<file path="config.mk">
export PLATFORM = sky130hd
export DESIGN_NAME = timer_src_sel
export DESIGN_NICKNAME = d
export VERILOG_FILES = /design/src/rtl/tss_pkg.sv /design/src/rtl/tss_ctrl.sv /design/src/rtl/tss_dpath.sv /design/src/rtl/timer_src_sel.sv
export SDC_FILE = /design/constraint.sdc
export NUM_CORES = 1
export LEC_CHECK = 0
export BUFFER_PORTS_ARGS = -buffer_cell sky130_fd_sc_hd__buf_2
export CORE_UTILIZATION = 35
export DETAILED_ROUTE_END_ITERATION = 16
export GPL_TIMING_DRIVEN = 0
export PLACE_DENSITY = 0.67
export SLEW_MARGIN = 20
export SYNTH_ARGS = -nofsm -noshare
export SYNTH_HDL_FRONTEND = slang
export SYNTH_SLANG_ARGS = --single-unit
</file>
<file path="constraint.sdc">
create_clock -name clk -period 1.1 [get_ports clk]
set_input_delay 0.055 -clock clk [delete_from_list [all_inputs] [get_ports clk]]
set_output_delay 0.055 -clock clk [all_outputs]
set_load 0.02 [all_outputs]
</file>
<file path="src/rtl/tss_pkg.sv">
package tss_pkg;
  localparam int TSS_DATA_W = 8;
  localparam int TSS_ADDR_W = 2;

  // select register bit positions
  localparam int BIT_WD0    = 0;
  localparam int BIT_WD1    = 1;
  localparam int BIT_RTI    = 2;
  localparam int BIT_PLLSEL = 3;

  // modulation field position inside the PLL control register
  localparam int FM_LSB = 4;
  localparam int FM_W   = 2;

  // register offsets
  localparam int OFF_SEL = 0;
  localparam int OFF_PLL = 1;

  typedef enum logic [1:0] {
    SRC_IRC = 2'b00,
    SRC_OSC = 2'b01,
    SRC_AUX = 2'b10
  } wd_src_e;

  // strobes from control to datapath
  typedef struct packed {
    logic selWr;
    logic pllWr;
  } tss_strobe_t;
endpackage

</file>
<file path="src/rtl/tss_ctrl.sv">
module tss_ctrl
  import tss_pkg::*;
#(
  parameter int ADDR_W  = TSS_ADDR_W,
  parameter int SEL_OFF = OFF_SEL,
  parameter int PLL_OFF = OFF_PLL
) (
  input  logic [ADDR_W-1:0] addr,
  input  logic              wrEn,
  input  logic              protect,
  input  logic              pllSelCur,
  output tss_strobe_t       strobe
);
  localparam logic [ADDR_W-1:0] SEL_A = ADDR_W'(SEL_OFF);
  localparam logic [ADDR_W-1:0] PLL_A = ADDR_W'(PLL_OFF);

  logic hitSel;
  logic hitPll;
  logic pllOpen;

  always_comb begin
    hitSel  = wrEn && (addr == SEL_A);
    hitPll  = wrEn && (addr == PLL_A);
    // PLL register accepts writes only when unprotected and PLL selected
    pllOpen = !protect && pllSelCur;
    strobe.selWr = hitSel;
    strobe.pllWr = hitPll && pllOpen;
  end
endmodule

</file>
<file path="src/rtl/tss_dpath.sv">
module tss_dpath
  import tss_pkg::*;
#(
  parameter int DATA_W  = TSS_DATA_W,
  parameter int ADDR_W  = TSS_ADDR_W,
  parameter int SEL_OFF = OFF_SEL,
  parameter int PLL_OFF = OFF_PLL
) (
  input  logic              clk,
  input  logic              rstN,
  input  tss_strobe_t       strobe,
  input  logic [DATA_W-1:0] wrData,
  input  logic [ADDR_W-1:0] addr,
  input  logic              oscUp,
  output logic [DATA_W-1:0] rdData,
  output logic              pllSelCur,
  output logic [1:0]        wdSrc,
  output logic              rtiSrc,
  output logic [FM_W-1:0]   fmSel,
  output logic              wdRestart,
  output logic              rtiRestart,
  output logic              statClr
);
  localparam logic [ADDR_W-1:0] SEL_A = ADDR_W'(SEL_OFF);
  localparam logic [ADDR_W-1:0] PLL_A = ADDR_W'(PLL_OFF);
  localparam int USED_W = FM_LSB + FM_W;

  logic wd0Q, wd1Q, rtiQ, pllSelQ;
  logic [FM_W-1:0] fmQ;
  logic wdRstQ, rtiRstQ, clrQ;

  logic wd0Req, rtiReq;
  logic wd0N, wd1N, rtiN, pllSelN;
  logic [FM_W-1:0] fmN;
  wd_src_e srcCur, srcNxt;

  logic unusedHighBits;
  assign unusedHighBits = ^wrData[DATA_W-1:USED_W];

  function automatic wd_src_e decodeSrc(input logic s1, input logic s0);
    if (s1)      return SRC_AUX;
    else if (s0) return SRC_OSC;
    else         return SRC_IRC;
  endfunction

  always_comb begin
    wd1N    = strobe.selWr ? wrData[BIT_WD1]    : wd1Q;
    pllSelN = strobe.selWr ? wrData[BIT_PLLSEL] : pllSelQ;
    wd0Req  = strobe.selWr ? wrData[BIT_WD0]    : wd0Q;
    rtiReq  = strobe.selWr ? wrData[BIT_RTI]    : rtiQ;
    // oscillator selections survive only while the oscillator is up
    wd0N    = wd0Req & oscUp;
    rtiN    = rtiReq & oscUp;
    fmN     = strobe.pllWr ? wrData[FM_LSB +: FM_W] : fmQ;
    srcCur  = decodeSrc(wd1Q, wd0Q);
    srcNxt  = decodeSrc(wd1N, wd0N);
  end

  always_ff @(posedge clk or negedge rstN) begin
    if (!rstN) begin
      wd0Q    <= 1'b0;
      wd1Q    <= 1'b0;
      rtiQ    <= 1'b0;
      pllSelQ <= 1'b1;
      fmQ     <= '0;
      wdRstQ  <= 1'b0;
      rtiRstQ <= 1'b0;
      clrQ    <= 1'b0;
    end else begin
      wd0Q    <= wd0N;
      wd1Q    <= wd1N;
      rtiQ    <= rtiN;
      pllSelQ <= pllSelN;
      fmQ     <= fmN;
      wdRstQ  <= (srcNxt != srcCur);
      rtiRstQ <= (rtiN != rtiQ);
      clrQ    <= strobe.pllWr;
    end
  end

  always_comb begin
    rdData = '0;
    if (addr == SEL_A) begin
      rdData[BIT_WD0]    = wd0Q;
      rdData[BIT_WD1]    = wd1Q;
      rdData[BIT_RTI]    = rtiQ;
      rdData[BIT_PLLSEL] = pllSelQ;
    end else if (addr == PLL_A) begin
      rdData[FM_LSB +: FM_W] = fmQ;
    end
  end

  assign pllSelCur  = pllSelQ;
  assign wdSrc      = srcCur;
  assign rtiSrc     = rtiQ;
  assign fmSel      = fmQ;
  assign wdRestart  = wdRstQ;
  assign rtiRestart = rtiRstQ;
  assign statClr    = clrQ;

  // with the auxiliary clock kept, a wd0 toggle must not restart
  a_r2_aux_quiet: assert property (@(posedge clk) disable iff (!rstN)
    (wd1Q && $past(wd1Q) && (wd0Q != $past(wd0Q))) |-> !wdRestart);

  // every move of the wake-up select raises its restart
  a_r3_rti_restart: assert property (@(posedge clk) disable iff (!rstN)
    !$stable(rtiQ) |-> rtiRestart);

  // losing the oscillator clears both oscillator selections
  a_r5_osc_loss: assert property (@(posedge clk) disable iff (!rstN)
    !oscUp |=> (!wd0Q && !rtiQ));

  // without an accepted PLL write the field holds
  a_r7_pll_hold: assert property (@(posedge clk) disable iff (!rstN)
    !strobe.pllWr |=> $stable(fmQ));

  // an accepted PLL write is followed by the status-clear pulse
  a_r8_clr_follow: assert property (@(posedge clk) disable iff (!rstN)
    strobe.pllWr |=> statClr);
endmodule

</file>
<file path="src/rtl/timer_src_sel.sv">
module timer_src_sel
  import tss_pkg::*;
#(
  parameter int DATA_W = TSS_DATA_W,
  parameter int ADDR_W = TSS_ADDR_W
) (
  input  logic              clk,
  input  logic              rstN,
  input  logic [ADDR_W-1:0] addr,
  input  logic              wrEn,
  input  logic [DATA_W-1:0] wrData,
  output logic [DATA_W-1:0] rdData,
  input  logic              oscUp,
  input  logic              protect,
  output logic [1:0]        wdSrc,
  output logic              rtiSrc,
  output logic [FM_W-1:0]   fmSel,
  output logic              wdRestart,
  output logic              rtiRestart,
  output logic              statClr
);
  tss_strobe_t strobe;
  logic        pllSelCur;

  tss_ctrl #(
    .ADDR_W (ADDR_W),
    .SEL_OFF(OFF_SEL),
    .PLL_OFF(OFF_PLL)
  ) u_ctrl (
    .addr     (addr),
    .wrEn     (wrEn),
    .protect  (protect),
    .pllSelCur(pllSelCur),
    .strobe   (strobe)
  );

  tss_dpath #(
    .DATA_W (DATA_W),
    .ADDR_W (ADDR_W),
    .SEL_OFF(OFF_SEL),
    .PLL_OFF(OFF_PLL)
  ) u_dpath (
    .clk       (clk),
    .rstN      (rstN),
    .strobe    (strobe),
    .wrData    (wrData),
    .addr      (addr),
    .oscUp     (oscUp),
    .rdData    (rdData),
    .pllSelCur (pllSelCur),
    .wdSrc     (wdSrc),
    .rtiSrc    (rtiSrc),
    .fmSel     (fmSel),
    .wdRestart (wdRestart),
    .rtiRestart(rtiRestart),
    .statClr   (statClr)
  );
endmodule

</file>
==> Word-level counts from Yosys, hierarchy flattened <==
Index checks and enable logic that the tools add are counted.
{ "totals": {"register_bits": 9, "inputBits": 15, "word_cells": 29} }
{ "op_classes": {"n_eq_ne": 3, "muxes": 10, "n_bitwise": 2, "n_reduce_logical": 6} }
{ "ops": {"columns": ["operator", "n"], "rows": [
  ["two-way mux 2 bit", 4],
  ["two-way mux 1 bit", 5],
  ["logical AND 1 bit", 4],
  ["two-way mux 4 bit", 1],
  ["bitwise AND 1 bit", 2],
  ["== test 2 x 1 -> 1 bit, second input constant", 1],
  ["logical NOT 2 bit", 1],
  ["!= test 2 bit", 1],
  ["logical NOT 1 bit", 1],
  ["!= test 1 bit", 1]
]} }

==> Longest topological paths before layout <==
{ "depth": {"depth_word": 7, "mapped_depth": 3} }

==> Modules after synthesis <==
From an unflattened synthesis, not the netlist that was laid out.
{ "unflattened": {"cells_unflattened": 47, "area_unflattened_um2": 515.5} }
{ "modules_own_cells": {"columns": ["module", "n_inst", "cells_per_inst", "area_per_inst_um2"], "rows": [
  ["tss_dpath", 1, 42, 476.7],
  ["tss_ctrl", 1, 5, 38.8]
]} }

==> Worst setup path after synthesis <==
Ideal clock, no wire load.
{ "synth_path": {"path_kind": "register to register", "startpoint": "register u_dpath.pllSelQ (netlist: u_dpath.pllSelCur)", "endpoint": "register u_dpath.fmQ[0] (netlist: u_dpath.fmSel[0])", "setup_time_ns": 0.125, "arrival_time_ns": 0.927, "path_slack_ns": 0.048, "stages_incl_launch_ff": 3, "synth_period_minus_slack_ns": 1.052, "cell_sequence": "dfstp_2 nand4b_1 mux2_2"} }
{ "synth_between": {"elab_chain_cells": 2} }
{ "synth_lines": {"columns": ["element", "line", "source"], "rows": [
  ["start: declaration", "tss_dpath.sv:28", "logic wd0Q, wd1Q, rtiQ, pllSelQ;"],
  ["start signal: assignment", "tss_dpath.sv:73", "pllSelQ <= pllSelN;"],
  ["logical AND 1 bit", "tss_ctrl.sv:25", "pllOpen = !protect && pllSelCur;"],
  ["logical AND 1 bit", "tss_ctrl.sv:27", "strobe.pllWr = hitPll && pllOpen;"],
  ["end signal: assignment", "tss_dpath.sv:74", "fmQ <= fmN;"],
  ["end: declaration", "tss_dpath.sv:29", "logic [FM_W-1:0] fmQ;"]
]} }
No other way between the ends.
A chain may end at the register's enable or synchronous reset.

==> Worst setup path in the final report <==
Same ends and word-level chain as after synthesis.

==> flow_summary.yaml <==
run_status:
  outcome: "complete, but fails checks"
  violations: "DRC, setup timing"
power:
  finalPower_uw: 954
  p_per_area_nw_per_um2: 1340
  irDropWorstVdd_mv: 0.707
  power_leakage_nw: 0.393
placement:
  dp_cells: 88
  finalWeightedCongestion: 0.733
  io_buffers: 26
  dpl.hpwl_um: 753
cells_and_area:
  final_nets: 96
  final_cell_mix: "buf_2, dfrtp_1, buf_4, nor2_1"
  final_cells: 95
  final_common_cell: "buf_2"
  area_delta_synth_final_pct: 45.8
  layout-drive-gt1-share_pct: 55.0
  diodes: 0
logic_synthesis:
  synth_top_cell_by_area: "dfrtp_1"
  synth_area_leaders: "dfrtp_1, mux2_2, dfstp_2"
  ys_types: 23
  syn_inst: 46
  syn_area_um2: 489
  seq_area_frac_synth_pct: 46.3
  syn_area_per_cell_um2: 10.6
  ys.warnings.count: 0
  ys_seq_elements: 9
  synth_top_area_share_pct: 40.9
worst_setup_path:
  path_cells: "nand4b_1 -> mux2_2"
  path_class: "flip-flop to flip-flop"
  rr_endpoint: "u_dpath.fmSel[0]"
  cp_slowest_cell: "dfstp_2"
  worstRegToRegCells: 2
  critical_path_required_ns: 1.24
  max_stage_delay_ns: 0.54
  r2r_slack_ns: -0.02
  cp_max_fo: 3
  rr_startpoint: "u_dpath.pllSelCur"
  end_kind: "flip-flop"
  worstSetupStartpointType: "flip-flop"
  critPathArrivalTime_ns: 1.27
timing:
  min_period_ns: 1.12
  period_share_pct: 102
  slew_violations: 0
  timing.final.hold_violations: 0
  setup_viol: 4
  rsz0062_at_grt: "true"
  fin_skew_ns: 0.000308
  setup_ws_ns: -0.0236
  fmax_mhz: 890
detailed_routing:
  drt_iter0_drc: 5
  antenna_left: 0
  routed_wl_um: 1030
  vias: 449
  first_pass_iters: 10
  wl_per_cell_um: 10.8
  viasPerCell: 4.73
  drc_errors: 2
cts:
  cts_tree: "yes"
  clk_pin_slew_ns: 0.06
  clock-sinks: 9
  cts_made_buffers: 3
  root_buffer: "clkbuf_4"
  h-tree-depth: 1
  clk_latency_ns: 0.26
  cts_buffer_depth: 2
die:
  die_height_um: 39.4
  initial_core_util_pct: 37.6
  die_w_um: 39.4
  rows: 13
  core_um2: 1300
  die_area_um2: 1550
  ioPinCount: 31
min_path:
  hp-class: "input port to flip-flop"
  hold_path_startpoint: "wrData[5]"
  whs_endpoint: "u_dpath.fmSel[1]"
  holdPathStages: 2
job:
  drv_cap: 0
global_routing:
  grt_util_all_layers_pct: 14.8
  grt_pass1_wl_um: 1400
  grt-ovfl-total: 0
  antenna_found_initial: 0
  grt_max_degree: 10
  grt_pass1_vias: 363
[logic make-up after synthesis]
| family | synth area share [%] |
|---|---|
| AOI/OAI and AO/OA | 8.70 |
| buffers and inverters | 7.67 |
| DFF | 46.3 |
| muxes | 11.0 |
| other | 0.767 |
| and+or+nand+nor | 25.6 |
[cell type report]
| class | instances | area [um2] |
|---|---|---|
| Tap cell | 15 | 18.8 |
| Timing Repair Buffer | 29 | 170 |
| Fill cell | 138 | 588 |
| Multi-Input combinational cell | 31 | 234 |
| Clock buffer | 4 | 26.3 |
| Buffer | 3 | 22.5 |
| Inverter | 4 | 15.0 |
| Sequential cell | 9 | 226 |
[per-stage QoR]
stage | hold slack (ns) | setup TNS, ns | instance area, um2 | util (%) | setup slack, ns
floorplan | -0.241 | 0 | 493 | - | 0.0482
global placement | -0.0859 | -0.0306 | 642 | 49.3 | -0.0166
detailed placement | -0.0846 | -0.0404 | 642 | 49.3 | -0.0227
CTS | 0.0195 | -0.123 | 702 | 53.9 | -0.0375
global route | 0.0131 | -0.256 | 713 | 54.8 | -0.0859
finish | 0.0253 | -0.0452 | 713 | 54.8 | -0.0236
[worst max path at each step]
stage | startpoint | to | slack [ns] | cells after the start
CTS | u_dpath.pllSelCur | u_dpath.fmSel[0] | -0.04 | 2
finish | u_dpath.pllSelCur | u_dpath.fmSel[0] | -0.02 | 2
floorplan | u_dpath.pllSelCur | u_dpath.fmSel[0] | 0.05 | 2
global route | u_dpath.pllSelCur | u_dpath.fmSel[0] | -0.09 | 2
global placement | u_dpath.pllSelCur | u_dpath.fmSel[0] | -0.02 | 2
detailed placement | u_dpath.pllSelCur | u_dpath.fmSel[0] | -0.02 | 2
[repair_timing]
item	CTS	global route
resized for setup	3	4
setup buffers	2	0
hold buffers	1	0
endpoints found under the setup margin	4	5
pin swaps	0	1
hold endpoints to repair	9	0
[flip-flops by register name (all words and copies together), names as in the netlist]
register,flops
u_dpath.pllSelCur,1
u_dpath.wdRestart,1
u_dpath.fmSel,2
u_dpath.wd0Q,1
u_dpath.statClr,1
u_dpath.rtiRestart,1
u_dpath.rtiSrc,1
u_dpath.wd1Q,1
[critical path, delay by kind of cell (launching register included)]
kind	cells	cell delay, ns
muxes	1	0.31
and+or+nand+nor	1	0.16
DFF	1	0.54
[metal layers]
| layer | global-route usage, % | part of all wire [%] | routed length, um |
|---|---|---|---|
| met1 | 13.5 | 42 | 428 |
| met5 | 0 | 0 | 0 |
| met3 | 10.8 | 8.6 | 89 |
| met4 | 7.76 | 1.1 | 11 |
| met2 | 23.8 | 48 | 499 |
[power breakdown]
part / switching, mW / internal [mW]
logic: 0.151 / 0.138
registers: 0.0327 / 0.381
clock network: 0.111 / 0.140
total: 0.295 / 0.659
[Yosys cell counts (all sizes together)]
cell type  n
buf        3
conb       1
and2       5
nor3       1
dfstp      1
o211ai     2
nor2       4
a32o       1
nand4b     1
nand2      1
o21ai      2
nor2b      1
nor4b      1
nor3b      1
dfrtp      8
mux2i      2
and3b      1
a21o       1
nand3b     1
and2b      1
inv        4
mux2       3
No activity file was read; power rests on OpenSTA's default activity.
